==> src/rtl/rn_pkg.sv <==
package rn_pkg;
  typedef enum logic [1:0] {
    OPC_ALU  = 2'd0,
    OPC_XOR  = 2'd1,
    OPC_SUB  = 2'd2,
    OPC_MOVI = 2'd3
  } opc_e;

  // carry, overflow, zero, sign, parity, aux-carry
  localparam logic [5:0] ZERO_FLAGS = 6'b001010;
endpackage

==> src/rtl/rn_idiom_detect.sv <==
module rn_idiom_detect #(
  parameter int AW = 4
) (
  input  logic [1:0]    opc,
  input  logic [AW-1:0] src_a,
  input  logic [AW-1:0] src_b,
  input  logic          has_dst,
  output logic          is_idiom,
  output logic          rd_a,
  output logic          rd_b
);
  import rn_pkg::*;

  logic self_op;

  always_comb begin
    self_op  = (opc == OPC_XOR) || (opc == OPC_SUB);
    is_idiom = self_op && has_dst && (src_a == src_b);
    rd_a     = !is_idiom && (opc != OPC_MOVI);
    rd_b     = !is_idiom && (opc != OPC_MOVI);
  end
endmodule

==> src/rtl/rn_free_list.sv <==
module rn_free_list #(
  parameter  int NUM_PHYS = 32,
  localparam int PW       = $clog2(NUM_PHYS)
) (
  input  logic          clk,
  input  logic          rst_n,
  input  logic          pop,
  input  logic          push,
  input  logic [PW-1:0] push_tag,
  output logic [PW-1:0] head_tag,
  output logic          empty
);
  logic [PW-1:0] slot_q [NUM_PHYS];
  logic [PW-1:0] rd_q, rd_d, wr_q, wr_d;
  logic [PW:0]   cnt_q, cnt_d;

  always_comb begin
    rd_d  = pop  ? rd_q + PW'(1) : rd_q;
    wr_d  = push ? wr_q + PW'(1) : wr_q;
    cnt_d = cnt_q + (PW+1)'(push) - (PW+1)'(pop);
  end

  always_ff @(posedge clk or negedge rst_n) begin
    if (!rst_n) begin
      rd_q  <= '0;
      wr_q  <= PW'(NUM_PHYS - 1);
      cnt_q <= (PW+1)'(NUM_PHYS - 1);
      for (int i = 0; i < NUM_PHYS; i++)
        slot_q[i] <= (i < NUM_PHYS - 1) ? PW'(i + 1) : '0;
    end else begin
      rd_q  <= rd_d;
      wr_q  <= wr_d;
      cnt_q <= cnt_d;
      if (push) slot_q[wr_q] <= push_tag;
    end
  end

  assign head_tag = slot_q[rd_q];
  assign empty    = (cnt_q == '0);
endmodule

==> src/rtl/rn_rob.sv <==
module rn_rob #(
  parameter  int DEPTH = 16,
  parameter  int AW    = 4,
  parameter  int PW    = 5,
  localparam int RW    = $clog2(DEPTH)
) (
  input  logic          clk,
  input  logic          rst_n,
  input  logic          alloc,
  input  logic [AW-1:0] alloc_arch,
  input  logic [PW-1:0] alloc_new,
  input  logic [PW-1:0] alloc_old,
  input  logic          alloc_hasd,
  input  logic          alloc_done,
  input  logic          wb_valid,
  input  logic [RW-1:0] wb_idx,
  output logic [RW-1:0] tail_idx,
  output logic          full,
  output logic          cmt_valid,
  output logic [AW-1:0] cmt_arch,
  output logic [PW-1:0] cmt_new,
  output logic [PW-1:0] cmt_old,
  output logic          cmt_hasd
);
  logic [AW-1:0] arch_q [DEPTH];
  logic [PW-1:0] new_q  [DEPTH];
  logic [PW-1:0] old_q  [DEPTH];
  logic          hasd_q [DEPTH];
  logic [DEPTH-1:0] done_q;
  logic [RW-1:0] head_q, head_d, tail_q, tail_d;
  logic [RW:0]   cnt_q, cnt_d;
  logic          retire;

  always_comb begin
    retire = (cnt_q != '0) && done_q[head_q];
    head_d = retire ? head_q + RW'(1) : head_q;
    tail_d = alloc  ? tail_q + RW'(1) : tail_q;
    cnt_d  = cnt_q + (RW+1)'(alloc) - (RW+1)'(retire);
  end

  always_ff @(posedge clk or negedge rst_n) begin
    if (!rst_n) begin
      head_q <= '0;
      tail_q <= '0;
      cnt_q  <= '0;
      done_q <= '0;
    end else begin
      head_q <= head_d;
      tail_q <= tail_d;
      cnt_q  <= cnt_d;
      if (wb_valid) done_q[wb_idx] <= 1'b1;
      if (alloc)    done_q[tail_q] <= alloc_done;
    end
  end

  always_ff @(posedge clk) begin
    if (alloc) begin
      arch_q[tail_q] <= alloc_arch;
      new_q[tail_q]  <= alloc_new;
      old_q[tail_q]  <= alloc_old;
      hasd_q[tail_q] <= alloc_hasd;
    end
  end

  assign tail_idx  = tail_q;
  assign full      = (cnt_q == (RW+1)'(DEPTH));
  assign cmt_valid = retire;
  assign cmt_arch  = arch_q[head_q];
  assign cmt_new   = new_q[head_q];
  assign cmt_old   = old_q[head_q];
  assign cmt_hasd  = hasd_q[head_q];
endmodule

==> src/rtl/rn_stage.sv <==
module rn_stage #(
  parameter  int NUM_ARCH  = 16,
  parameter  int NUM_PHYS  = 32,
  parameter  int ROB_DEPTH = 16,
  localparam int AW        = $clog2(NUM_ARCH),
  localparam int PW        = $clog2(NUM_PHYS),
  localparam int RW        = $clog2(ROB_DEPTH)
) (
  input  logic          clk,
  input  logic          rst_n,
  input  logic          in_valid,
  input  logic [1:0]    in_opc,
  input  logic [AW-1:0] in_src_a,
  input  logic [AW-1:0] in_src_b,
  input  logic [AW-1:0] in_dst,
  input  logic          in_is32,
  input  logic          in_has_dst,
  output logic          in_ready,
  input  logic          wb_valid,
  input  logic [RW-1:0] wb_rob,
  output logic          out_valid,
  output logic [RW-1:0] out_rob,
  output logic [PW-1:0] out_ptag_a,
  output logic [PW-1:0] out_ptag_b,
  output logic          out_srca_vld,
  output logic          out_srcb_vld,
  output logic [PW-1:0] out_pdst,
  output logic          out_pdst_vld,
  output logic          out_exec,
  output logic          out_is32,
  output logic          out_flags_fix,
  output logic [5:0]    out_flags,
  output logic          cmt_valid,
  output logic [AW-1:0] cmt_arch,
  output logic [PW-1:0] cmt_ptag
);
  import rn_pkg::*;

  logic [PW-1:0] map_q [NUM_ARCH];
  logic          is_idiom, rd_a, rd_b;
  logic          fl_empty, fl_pop, fl_push;
  logic [PW-1:0] fl_head, new_tag;
  logic          rob_full, accept;
  logic [RW-1:0] rob_tail;
  logic [PW-1:0] c_old;
  logic          c_hasd;

  rn_idiom_detect #(.AW(AW)) u_det (
    .opc(in_opc), .src_a(in_src_a), .src_b(in_src_b), .has_dst(in_has_dst),
    .is_idiom(is_idiom), .rd_a(rd_a), .rd_b(rd_b)
  );

  always_comb begin
    new_tag  = '0;
    if (!is_idiom && in_has_dst) new_tag = fl_head;
    in_ready = !rob_full && (is_idiom || !in_has_dst || !fl_empty);
    accept   = in_valid && in_ready;
    fl_pop   = accept && !is_idiom && in_has_dst;
    fl_push  = cmt_valid && c_hasd && (c_old != '0);
  end

  rn_free_list #(.NUM_PHYS(NUM_PHYS)) u_fl (
    .clk(clk), .rst_n(rst_n), .pop(fl_pop), .push(fl_push), .push_tag(c_old),
    .head_tag(fl_head), .empty(fl_empty)
  );

  rn_rob #(.DEPTH(ROB_DEPTH), .AW(AW), .PW(PW)) u_rob (
    .clk(clk), .rst_n(rst_n), .alloc(accept), .alloc_arch(in_dst),
    .alloc_new(new_tag), .alloc_old(in_has_dst ? map_q[in_dst] : '0),
    .alloc_hasd(in_has_dst), .alloc_done(is_idiom),
    .wb_valid(wb_valid), .wb_idx(wb_rob),
    .tail_idx(rob_tail), .full(rob_full),
    .cmt_valid(cmt_valid), .cmt_arch(cmt_arch), .cmt_new(cmt_ptag),
    .cmt_old(c_old), .cmt_hasd(c_hasd)
  );

  // map table: every register starts bound to the zero tag
  always_ff @(posedge clk or negedge rst_n) begin
    if (!rst_n) begin
      for (int i = 0; i < NUM_ARCH; i++) map_q[i] <= '0;
    end else if (accept && in_has_dst) begin
      map_q[in_dst] <= new_tag;
    end
  end

  // output stage
  logic [PW-1:0] ptag_a_d, ptag_b_d;
  logic          exec_d, fix_d;
  logic [5:0]    flags_d;

  always_comb begin
    ptag_a_d = rd_a ? map_q[in_src_a] : '0;
    ptag_b_d = rd_b ? map_q[in_src_b] : '0;
    exec_d   = !is_idiom;
    fix_d    = is_idiom;
    flags_d  = is_idiom ? ZERO_FLAGS : 6'b000000;
  end

  always_ff @(posedge clk or negedge rst_n) begin
    if (!rst_n) out_valid <= 1'b0;
    else        out_valid <= accept;
  end

  always_ff @(posedge clk) begin
    if (accept) begin
      out_rob       <= rob_tail;
      out_ptag_a    <= ptag_a_d;
      out_ptag_b    <= ptag_b_d;
      out_srca_vld  <= rd_a;
      out_srcb_vld  <= rd_b;
      out_pdst      <= new_tag;
      out_pdst_vld  <= in_has_dst;
      out_exec      <= exec_d;
      out_is32      <= in_is32;
      out_flags_fix <= fix_d;
      out_flags     <= flags_d;
    end
  end
endmodule

==> config.mk <==
export PLATFORM = sky130hd
export DESIGN_NAME = rn_stage
export DESIGN_NICKNAME = d
export VERILOG_FILES = /design/src/rtl/rn_pkg.sv /design/src/rtl/rn_idiom_detect.sv /design/src/rtl/rn_free_list.sv /design/src/rtl/rn_rob.sv /design/src/rtl/rn_stage.sv
export SDC_FILE = /design/constraint.sdc
export NUM_CORES = 1
export LEC_CHECK = 0
export BUFFER_PORTS_ARGS = -buffer_cell sky130_fd_sc_hd__buf_2
export CAP_MARGIN = 20
export CORE_MARGIN = 2
export CORE_UTILIZATION = 60
export DETAILED_ROUTE_END_ITERATION = 12
export PLACE_DENSITY = 0.77
export SYNTH_ARGS = -nofsm -noshare
export SYNTH_HDL_FRONTEND = slang
export SYNTH_HIERARCHICAL = 1
export SYNTH_SLANG_ARGS = --single-unit
==> constraint.sdc <==
create_clock -name clk -period 7.64 [get_ports clk]
set_input_delay 0 -clock clk [delete_from_list [all_inputs] [get_ports clk]]
set_output_delay 0 -clock clk [all_outputs]
set_load 0.01 [all_outputs]
Yosys cells after proc, flatten, opt, wreduce, memory -nomap -nowiden
Memory sizes are Yosys's and may differ from the RTL's.
Index checks and enable logic that the tools add are counted.
{ "word_totals": {"regBits": 316, "ram_bits": 240, "inputBits": 24, "output_inout_bits": 43, "wordCells": 159, "mem_count": 4} }
{ "classes": {"addsub": 8, "order_cmp": 12, "eq_ne": 5, "mux": 32, "bitwise_logic": 6, "n_reduce_logical": 26} }
{ "memory_table": {"columns": ["memory", "depth", "width", "rd", "rd_clocked_by_memory_dff", "wr", "line", "rtl"], "rows": [
  ["u_rob.new_q", 16, 5, 1, 0, 1, "rn_rob.sv:26", "logic [PW-1:0] new_q [DEPTH];"],
  ["u_rob.old_q", 16, 5, 1, 0, 1, "rn_rob.sv:27", "logic [PW-1:0] old_q [DEPTH];"],
  ["u_rob.arch_q", 16, 4, 1, 0, 1, "rn_rob.sv:25", "logic [AW-1:0] arch_q [DEPTH];"],
  ["u_rob.hasd_q", 16, 1, 1, 0, 1, "rn_rob.sv:28", "logic hasd_q [DEPTH];"]
]} }
{ "op_table": {"columns": ["operator", "count"], "rows": [
  ["160-bit bitwise mux", 1],
  ["80-bit bitwise mux", 1],
  ["5-bit binary-select mux with 4-bit select", 3],
  ["5-bit 2-to-1 mux", 12],
  ["16-bit 2-to-1 mux", 2],
  ["5-bit binary-select mux with 5-bit select", 1],
  ["5-bit demux with 5-bit select", 1],
  ["5-bit demux with 4-bit select", 1],
  ["16-bit bitwise mux", 1],
  ["1-bit logical AND", 16],
  ["16-bit OR", 1],
  ["5-bit >= comparator, second input constant", 3],
  ["4-bit by 5-bit < comparator with 1-bit output, second input constant", 3],
  ["4-bit inverter with 5-bit output", 3],
  ["6-bit >= comparator, second input constant", 2],
  ["5-bit inverter with 6-bit output", 2],
  ["5-bit by 1-bit adder with 5-bit output, second input constant", 2],
  ["5-bit nonzero test", 2],
  ["4-bit by 1-bit adder with 4-bit output, second input constant", 2],
  ["1-bit demux with 4-bit select", 2],
  ["4-bit by 1-bit >= comparator with 1-bit output, second input constant", 2],
  ["6-bit by 1-bit adder with 6-bit output", 1],
  ["6-bit zero test", 1],
  ["6-bit by 1-bit < comparator with 1-bit output, second input constant", 1],
  ["14 further kinds", 23]
]} }

Longest topological paths before layout
Gate-level depths: netlist of run 1.
{ "depth": {"word_depth": 11, "ltp_mapped": 17, "mapped_depth_nobuf": 17} }

By module
The synthesis of run 1 kept the hierarchy.
{ "by_module_without_submodules": {"columns": ["mod", "instances", "cells_each", "area_per_inst_um2", "seq_area_each_um2"], "rows": [
  ["rn_rob", 1, 538, 10852.9, 7932.6],
  ["rn_free_list", 1, 567, 8416.8, 4516.8],
  ["rn_stage", 1, 503, 6153.4, 2777.7],
  ["rn_idiom_detect", 1, 11, 83.8, 0.0]
]} }

Worst setup path after synthesis of run 1
Ideal clock, no wire load.
{ "synth_path": {"path_kind": "register to register", "start": "register u_rob.head_q[1]", "end": "register u_fl.cnt_q[5]", "setup_time_ns": 0.125, "arrival_time_ns": 3.486, "t_required_ns": 7.515, "slack_ns": 4.029, "path_stages_with_launch": 12, "path_buffers": 2, "period_less_slack_ns": 3.611, "cell_sequence": "dfrtp_1 buf_2 buf_1 mux4_2 mux4_2 or3_1 o311a_1 ha_1 a21o_1 a21oi_1 nor4b_1 a2111oi_0"} }
{ "synth_via": {"elab_cells_between_ends": 10, "cone_classes": "add/sub: 2; mux: 2; reduce/logical: 4; memory: 2"} }
{ "synth_rtl": {"columns": ["item", "line", "rtl"], "rows": [
  ["start: declaration", "rn_rob.sv:30", "logic [RW-1:0] head_q, head_d, tail_q, tail_d;"],
  ["start signal: assignment", "rn_rob.sv:43", "head_q <= '0;"],
  ["start signal: assignment", "rn_rob.sv:48", "head_q <= head_d;"],
  ["memory read 16 x 5 bit", null, null],
  ["net c_old[1]", "rn_stage.sv:45", "logic [PW-1:0] c_old;"],
  ["5-bit nonzero test", "rn_stage.sv:59", "fl_push = cmt_valid && c_hasd && (c_old != '0);"],
  ["1-bit logical AND", "rn_stage.sv:59", null],
  ["net fl_push", "rn_stage.sv:41", "logic fl_empty, fl_pop, fl_push;"],
  ["6-bit by 1-bit adder with 6-bit output", "rn_free_list.sv:20", "cnt_d = cnt_q + (PW+1)'(push) - (PW+1)'(pop);"],
  ["6-bit by 1-bit subtractor with 6-bit output", "rn_free_list.sv:20", null],
  ["net u_fl.cnt_d[5]", "rn_free_list.sv:15", "logic [PW:0] cnt_q, cnt_d;"],
  ["end signal: assignment", "rn_free_list.sv:27", "cnt_q <= (PW+1)'(NUM_PHYS - 1);"],
  ["end signal: assignment", "rn_free_list.sv:33", "cnt_q <= cnt_d;"],
  ["end: declaration", "rn_free_list.sv:15", null]
]} }
The timed path passes the listed nets, and every way through them passes these cells. The select of a mux whose other input is x is not followed.
A chain may end at the register's enable or synchronous reset.

Final worst setup path of run 1
{ "layout_path": {"start": "register u_rob.head_q[0]", "end": "register u_fl.cnt_q[5]"} }
The elaborated chain is that of the path after synthesis.

==> results of run 1 <==
area by class of cell:
type / count / area [um2]
flip-flops and latches: 551 / 15200
fillers: 2838 / 13900
multi-input cells: 923 / 9530
clock buffers: 78 / 1530
well taps: 539 / 674
repair buffers: 95 / 618
clock inverters: 25 / 295
inverters: 50 / 188
diodes: 1 / 2.50
placed cells by master (no fill, tap or decap), types with 15 or more instances in the layout:
cell type,count
a21oi_1,47
xnor2_1,15
mux4_2,109
mux4_1,21
buf_4,15
clkbuf_16,55
a22oi_1,19
nor2_1,49
edfxtp_1,265
inv_1,49
mux2_2,200
dfstp_2,90
nor2b_1,25
nand3_1,28
mux2i_1,88
o21ai_0,23
clkbuf_1,16
ha_1,25
buf_2,61
dfrtp_1,193
dlygate4sd3_1,17
nand2_1,78
mux2_1,36
metrics by stage:
stage / total power, uW / instance area (um2) / worst slack (ns) / hold WS [ns]
3_5_place_dp: 7990 / 26000 / 2.49 / 0.0296
3_3_place_gp: 7840 / 26000 / 2.57 / 0.0298
4_1_cts: 10700 / 28000 / 2.40 / 0.0243
2_1_floorplan: 7020 / 25500 / 4.03 / -0.296
6_report: 10700 / 28100 / 2.47 / 0.0483
5_1_grt: 11200 / 28100 / 1.96 / 0.0560
registers in the layout, summed over array words and instances, names as in the netlist, 4 cells and up:
register,cells
map_q,80
out_rob,4
u_rob/hasd_q,16
u_rob/head_q,4
u_rob/cnt_q,5
u_rob/new_q,80
out_pdst,5
u_rob/old_q,80
u_rob/done_q,16
out_ptag_a,5
u_rob/tail_idx,4
out_ptag_b,5
u_fl/rd_q,5
u_rob/arch_q,64
u_fl/wr_q,5
u_fl/cnt_q,6
u_fl/slot_q,160
worst max-delay path by stage:
stage,startpoint,end,slack [ns]
finish,u_rob/head_q[0],u_fl/cnt_q[5],2.47
global route,u_rob/head_q[0],u_fl/cnt_q[5],1.96
CTS,u_rob/head_q[0],u_fl/cnt_q[4],2.40
detailed placement,u_rob/head_q[0],u_fl/cnt_q[4],2.49
global placement,u_rob/head_q[0],u_fl/cnt_q[4],2.57
floorplan,u_rob/head_q[1],u_fl/cnt_q[5],4.03
cell families (layout without fill, tap and decap cells):
family	count (synthesis)	count (layout)	synth area share, %
DFF	551	551	59.7
muxes	455	455	25.7
xor gates and xnor gates	23	23	0.790
other	1	5	0.0147
and+or+nand+nor	255	255	5.23
AOI/OAI and AO/OA	159	159	4.14
adders and majority gates	27	27	1.38
buffers and inverters	148	248	3.03
power groups by stage:
stage	Clock, uW	Sequential [uW]	Combinational (uW)
detailed placement	0	4600	3390
CTS	2740	4560	3450
finish	2700	4560	3450
floorplan	0	4270	2750
global route	2860	4650	3720
global placement	0	4560	3280
metal layers:
metal | track usage, % | vias to the layer above
li1 | - | 6337
met1 | 40.1 | 7813
met2 | 43.8 | 706
met3 | 4.25 | 111
met4 | 7.14 | 0
met5 | 0 | -
==> impl_summary.txt, run 1 <==
----------------------------------------------------
[Synth]
  Post-synth top cells ... edfxtp_1 (265), mux2_2 (200), dfrtp_1 (196)
  Number of synthesis warnings ... 6
  Sequential-to-total area share from yosys stat ... 59.7%
  Share of flip-flops with an asynchronous set or reset after synthesis ... 51.9%
  Most used flip-flop cell after synthesis ... edfxtp_1
  Yosys cell types ... 73
  Most frequent cell after synthesis ... edfxtp_1
  EDFF count, synth ... 265
  Synthesized cell area ... 25500 um2
  Biggest area consumer among synthesized cells ... edfxtp_1
  Flops & latches, synth ... 551
  Area fraction of the dominant cell type after synthesis ... 31.2%
  Average size of a mapped cell ... 15.8 um2
  Syn Inst Count ... 1619
  Most area-consuming cells after synthesis ... edfxtp_1 (31%), dfrtp_1 (19%), mux4_2 (9.6%)

[Timing]
  Final worst path period need ... 5.17 ns
  Max frequency ... 193 MHz
  RSZ-0062 raised after global routing ... no
  Hold violation count in the final report ... 0
  Max-slew violation count ... 0
  Setup TNS Final ... 0 ns
  Relative slew slack ... 18.2%
  Final clock skew ... 0.0317 ns
  Pin slew with the least headroom to its limit ... 1.23 ns
  Final worst path period share ... 67.6%
  # setup viols final ... 0

[Outcome]
  Result of the run ... finished, final reports clean

[Routing]
  DR WL/cell ... 26.1 um
  Number of nets with antenna violations after routing ... 0
  Pre-Repair DR Iteration Count ... 5
  Number of design-rule violations left by the first detailed-router iteration ... 1623
  Via count ... 15000
  Met1 Routed Length ... 25000 um
  Final wirelength ... 59000 um
  Length of routed met3 wiring ... 4170 um
  Detail Route met2 WL ... 28500 um
  Mean number of vias per cell ... 6.62
  Detailed-route DRC error count ... 0
  Highest metal layer with signal wires ... met4

[Placement]
  Hpwl dp ... 35500 um
  Count of buffers inserted at the top-level ports ... 62
  Placed Cells incl. Taps ... 2139
  Final weighted congestion in routability-driven placement ... 0.884

[Worst setup path]
  Worst endpoint required time ... 8.14 ns
  Standard cell with the maximum stage delay on the critical path ... dfrtp_4
  Launching element type of the critical path ... register
  Depth of the worst register-to-register path ... 9
  Slowest cell delay on critical path ... 0.96 ns
  Largest fanout on the critical path ... 47
  Crit path max-delay family ... compound AO/OA/AOI/OAI gates
  Capture point of the worst reg-to-reg path ... u_fl/cnt_q[5]
  Critical path depth in cells ... 9
  Origin of the critical flop-to-flop path ... u_rob/head_q[0]
  Kind of critical path ... reg -> reg
  CP arrival ... 5.67 ns
  Register-to-Register Setup Slack ... 2.47 ns
  Most frequent CP cell ... mux4_2
  Worst path cell trace ... buf_4, mux4_2, mux4_2, o311a_1, ha_1, a21o_1, a21oi_1, nor4b_1, a2111oi_0
  Type of destination of the critical path ... register
  Buffer and inverter count on the worst path ... 1

[Pwr]
  Internal power ... 7070 uW
  Reported net switching power ... 3640 uW
  Largest voltage drop on the vdd net ... 212 uV
  Pleak ... 0.0114 uW
  Clock share of power ... 25.2%
  Switching part of the total power ... 34.0%
  Share of power burned in combinational logic ... 32.2%
  Pwr Density ... 382 nW/um2
  Sequential Power Share ... 42.6%

[Floorplan]
  Die Area ... 44200 um2
  Site Rows ... 75
  Effective utilization at floorplan ... 60.8%
  Overall die width ... 210 um
  Std-Cell Core Area ... 41900 um2
  Chip height ... 210 um
  Num ports ... 67

[CTS]
  TritonCTS clock tree ... done
  CTS-repair resized insts ... 0
  Clk Tree Root Cell ... clkbuf_16
  CTS Hold Bufs ... 17
  Clk sinks ... 551
  Clock buffer depth ... 3
  Clock latency reported for the late side of the worst-skew pair ... 0.63 ns
  Clock transition at the registers of the reported paths ... 0.06 ns
  Count of H-tree levels built during CTS ... 2
  Number of buffers inserted by post-CTS setup repair ... 0
  CTS buffer count ... 55

[GRT]
  Initial antenna violation count ... 1
  GRT Residual Overflow ... 0
  Pin count of the biggest net entering global routing ... 78
  Number of global-route vias before repair ... 15100
  Global-route wire length before repair ... 91000 um
  Overall routing resource usage ... 27.4%

[Hold path]
  Path class of the lowest-slack min-delay path ... in -> reg
  Hold path depth ... 2
  Origin of the worst min-delay path ... in_dst[0]
  Hold Path Sink ... u_rob/arch_q[12][0]

[Cells and area]
  Final Core Density ... 66.9%
  Non-filler instance count after layout ... 2262
  Fraction of layout cells with a size suffix above 1 ... 33.7%
  Area Growth Syn to Fin ... 10.1%
  Net total in the final layout ... 1727

[Run]
  Number of max-capacitance violations reported ... 0

----------------------------------------------------
Note: power is estimated with default switching activity, not from simulation.
==> run 2: changes to the inputs <==
Settings changed: ABC_AREA from default to 1, CORE_UTILIZATION 60 to 57.
Clock period 7.64 ns to 4.4 ns, I/O delays scaled along.
==> run 2 against run 1 <==
Compared with the run above:
- sequential cell count unchanged
- register-to-register slack worse by 1.7 ns
- global-route usage rose by 2.1 points
- critical endpoint is now u_fl/slot_q[137]
- highest routed layer unchanged
==> impl_summary.txt, run 2 <==
----------------------------------------------------
[Outcome]
  Result of the run ... finished, final reports clean

[Worst setup path]
  First element of the critical path ... u_rob/head_q[1]
  Slowest cell delay on critical path ... 0.50 ns
  Worst path cell trace ... buf_4, buf_4, o21ai_0, o221ai_1, nand3_1, nand2_1, nor3_1, nand2_1, nand3_1, inv_1, nand2_1, inv_2, nand2_1, o21ai_0
  Capture point of the worst reg-to-reg path ... u_fl/slot_q[137]
  Critical path depth in cells ... 14
  Buffer and inverter count on the worst path ... 4
  Launching element type of the critical path ... register
  Type of destination of the critical path ... register
  Depth of the worst register-to-register path ... 14
  Kind of critical path ... reg -> reg
  Worst endpoint required time ... 4.92 ns
  Most frequent CP cell ... nand2_1
  Last element of the critical path ... u_fl/slot_q[137]
  Largest fanout on the critical path ... 58
  CP arrival ... 4.12 ns
  Origin of the critical flop-to-flop path ... u_rob/head_q[1]
  Standard cell with the maximum stage delay on the critical path ... buf_4
  Crit path max-delay family ... buffers and inverters
  Register-to-Register Setup Slack ... 0.80 ns

[Synth]
  Number of synthesis warnings ... 6
  Xor-xnor portion of the synthesized cell area ... 0.627%
  Area share of fa/ha/maj cells after synthesis ... 1.33%
  Syn Inst Count ... 2952
  Most used flip-flop cell after synthesis ... edfxtp_1
  Most area-consuming cells after synthesis ... edfxtp_1 (30%), dfrtp_1 (18%), nand2_1 (12%)
  Biggest area consumer among synthesized cells ... edfxtp_1
  Portion of netlist area occupied by mux cells ... 0%
  Area fraction of the dominant cell type after synthesis ... 30.0%
  Flops & latches, synth ... 551
  Share of flip-flops with an asynchronous set or reset after synthesis ... 51.9%
  Yosys cell types ... 44
  Post-synthesis share of cell area spent on and, or, nand and nor gates ... 22.5%
  Sequential-to-total area share from yosys stat ... 57.3%
  Post-synth top cells ... nand2_1 (826), o21ai_0 (313), nand3_1 (270)
  Synthesized cell area ... 26600 um2
  Area fraction in compound gates after synthesis ... 11.3%
  Average size of a mapped cell ... 9.00 um2
  Most frequent cell after synthesis ... nand2_1
  Dominant combinational cell family by area after synthesis ... simple AND/OR/NAND/NOR gates
  EDFF count, synth ... 265

[GRT]
  GRT Residual Overflow ... 0
  Initial antenna violation count ... 0
  Grt met3 use ... 4.94%
  Pin count of the biggest net entering global routing ... 137
  Overall routing resource usage ... 29.6%
  Global Route met2 Usage ... 46.9%
  GRT Max-Usage Layer ... met2
  Number of global-route vias before repair ... 20600
  Met1 GRT Util ... 41.5%
  Global-route wire length before repair ... 112000 um

[Routing]
  Via count ... 21500
  Mean number of vias per cell ... 5.88
  Number of design-rule violations left by the first detailed-router iteration ... 2583
  DR WL/cell ... 19.5 um
  Pre-Repair DR Iteration Count ... 6
  Detailed-route DRC error count ... 0
  Number of nets with antenna violations after routing ... 0
  Final wirelength ... 71200 um

[Pwr]
  Pwr Density ... 684 nW/um2
  Pleak ... 0.0122 uW
  Largest voltage drop on the vdd net ... 568 uV
  Total Power ... 20100 uW

[CTS]
  CTS buffer count ... 56
  Clock buffer depth ... 3
  Count of H-tree levels built during CTS ... 2
  Clock latency reported for the late side of the worst-skew pair ... 0.63 ns
  TritonCTS clock tree ... done
  Clock transition at the registers of the reported paths ... 0.06 ns
  CTS Hold Bufs ... 21
  Number of buffers inserted by post-CTS setup repair ... 0
  Clk Tree Root Cell ... clkbuf_16
  CTS-repair resized insts ... 0
  Clk sinks ... 551

[Timing]
  Max-slew violation count ... 0
  Final clock skew ... 0.0221 ns
  # setup viols final ... 0
  Final worst path period need ... 3.60 ns
  RSZ-0062 raised after global routing ... no
  Final worst path period share ... 81.9%
  Setup TNS Final ... 0 ns
  Max frequency ... 278 MHz
  Relative slew slack ... 25.2%
  Pin slew with the least headroom to its limit ... 1.12 ns
  Hold violation count in the final report ... 0
  Final-layout worst hold slack ... 0.0465 ns
  Post-layout worst setup margin ... 0.798 ns

[Floorplan]
  Die Area ... 48300 um2
  Chip height ... 220 um
  Num ports ... 67
  Std-Cell Core Area ... 46300 um2
  Effective utilization at floorplan ... 57.4%
  Overall die width ... 220 um
  Site Rows ... 79

[Placement]
  Hpwl dp ... 44300 um
  Pre-CTS WS ... 0.862 ns
  Count of buffers inserted at the top-level ports ... 62
  Final weighted congestion in routability-driven placement ... 0.932

[Cells and area]
  Most used cells in the layout excluding fill and tap cells ... nand2_1 (826), o21ai_0 (313), nand3_1 (270)
  N_diodes ... 0
  Fraction of layout cells with a size suffix above 1 ... 12.9%
  Number of fill cells in the layout ... 3730
  Flip-flop count of the largest register, all copies and words added ... 160
  Final Core Density ... 63.6%
  Most common cell after layout, fill and taps aside ... nand2_1
  Area Growth Syn to Fin ... 10.8%
  Register ranked first by flip-flop count ... u_fl/slot_q
  Net total in the final layout ... 3050

[Run]
  Number of max-capacitance violations reported ... 0

[Hold path]
  Path class of the lowest-slack min-delay path ... in -> reg

----------------------------------------------------
[run 2: metal layers]
| layer | routed length (um) | part of all wire, % |
|---|---|---|
| met5 | 0 | 0 |
| met4 | 2200 | 3.1 |
| met3 | 6080 | 8.5 |
| met2 | 33400 | 47 |
| met1 | 29500 | 41 |
[run 2: area by class of cell]
class	count	area [um2]	share of cell area, %
inverter	269	1010	3.44
clock buffer	80	1570	5.34
sequential	551	15200	51.7
tap	607	759	2.58
multi-input combinational	1978	9560	32.5
timing repair buffer	143	1060	3.59
clock inverter	24	243	0.825
[run 2: worst min-delay path by stage]
stage / to / slack (ns) / cells after the start / from
4_1_cts: out_exec / 0.004 / 3 / in_valid
5_1_grt: out_exec / 0.04 / 3 / in_valid
3_5_place_dp: u_fl/slot_q[117] / -0.03 / 1 / rst_n
2_1_floorplan: map_q[0] / -0.30 / 0 / rst_n
6_report: out_exec / 0.05 / 3 / in_valid
3_3_place_gp: u_fl/slot_q[116] / -0.04 / 1 / rst_n
[run 2: kinds of logic after synthesis]
kind of cell,Yosys count
AND/OR/NAND/NOR,1379
flip-flops,551
XOR/XNOR,19
adder cells (fa/ha/maj),27
buffers and inverters,426
AO/OA/AOI/OAI,549
other,1
[run 2: report_power, final]
part / internal, uW / leakage (uW) / switching [uW]
Clock: 2720 / 0.000888 / 1990
Sequential: 6970 / 0.00596 / 680
Combinational: 2280 / 0.00536 / 5500
[run 2: through the flow]
stage	cell area [um2]	instances
floorplan	26600	2955
global placement	27300	3522
detailed placement	27300	3522
CTS	29400	3647
global route	29400	3652
finish	29400	3652
[run 2: tightest hold or removal path, delay by kind of cell]
family	cells	cell delay (ns)
buffers and inverters	2	0.33
AND/OR/NAND/NOR	1	0.15
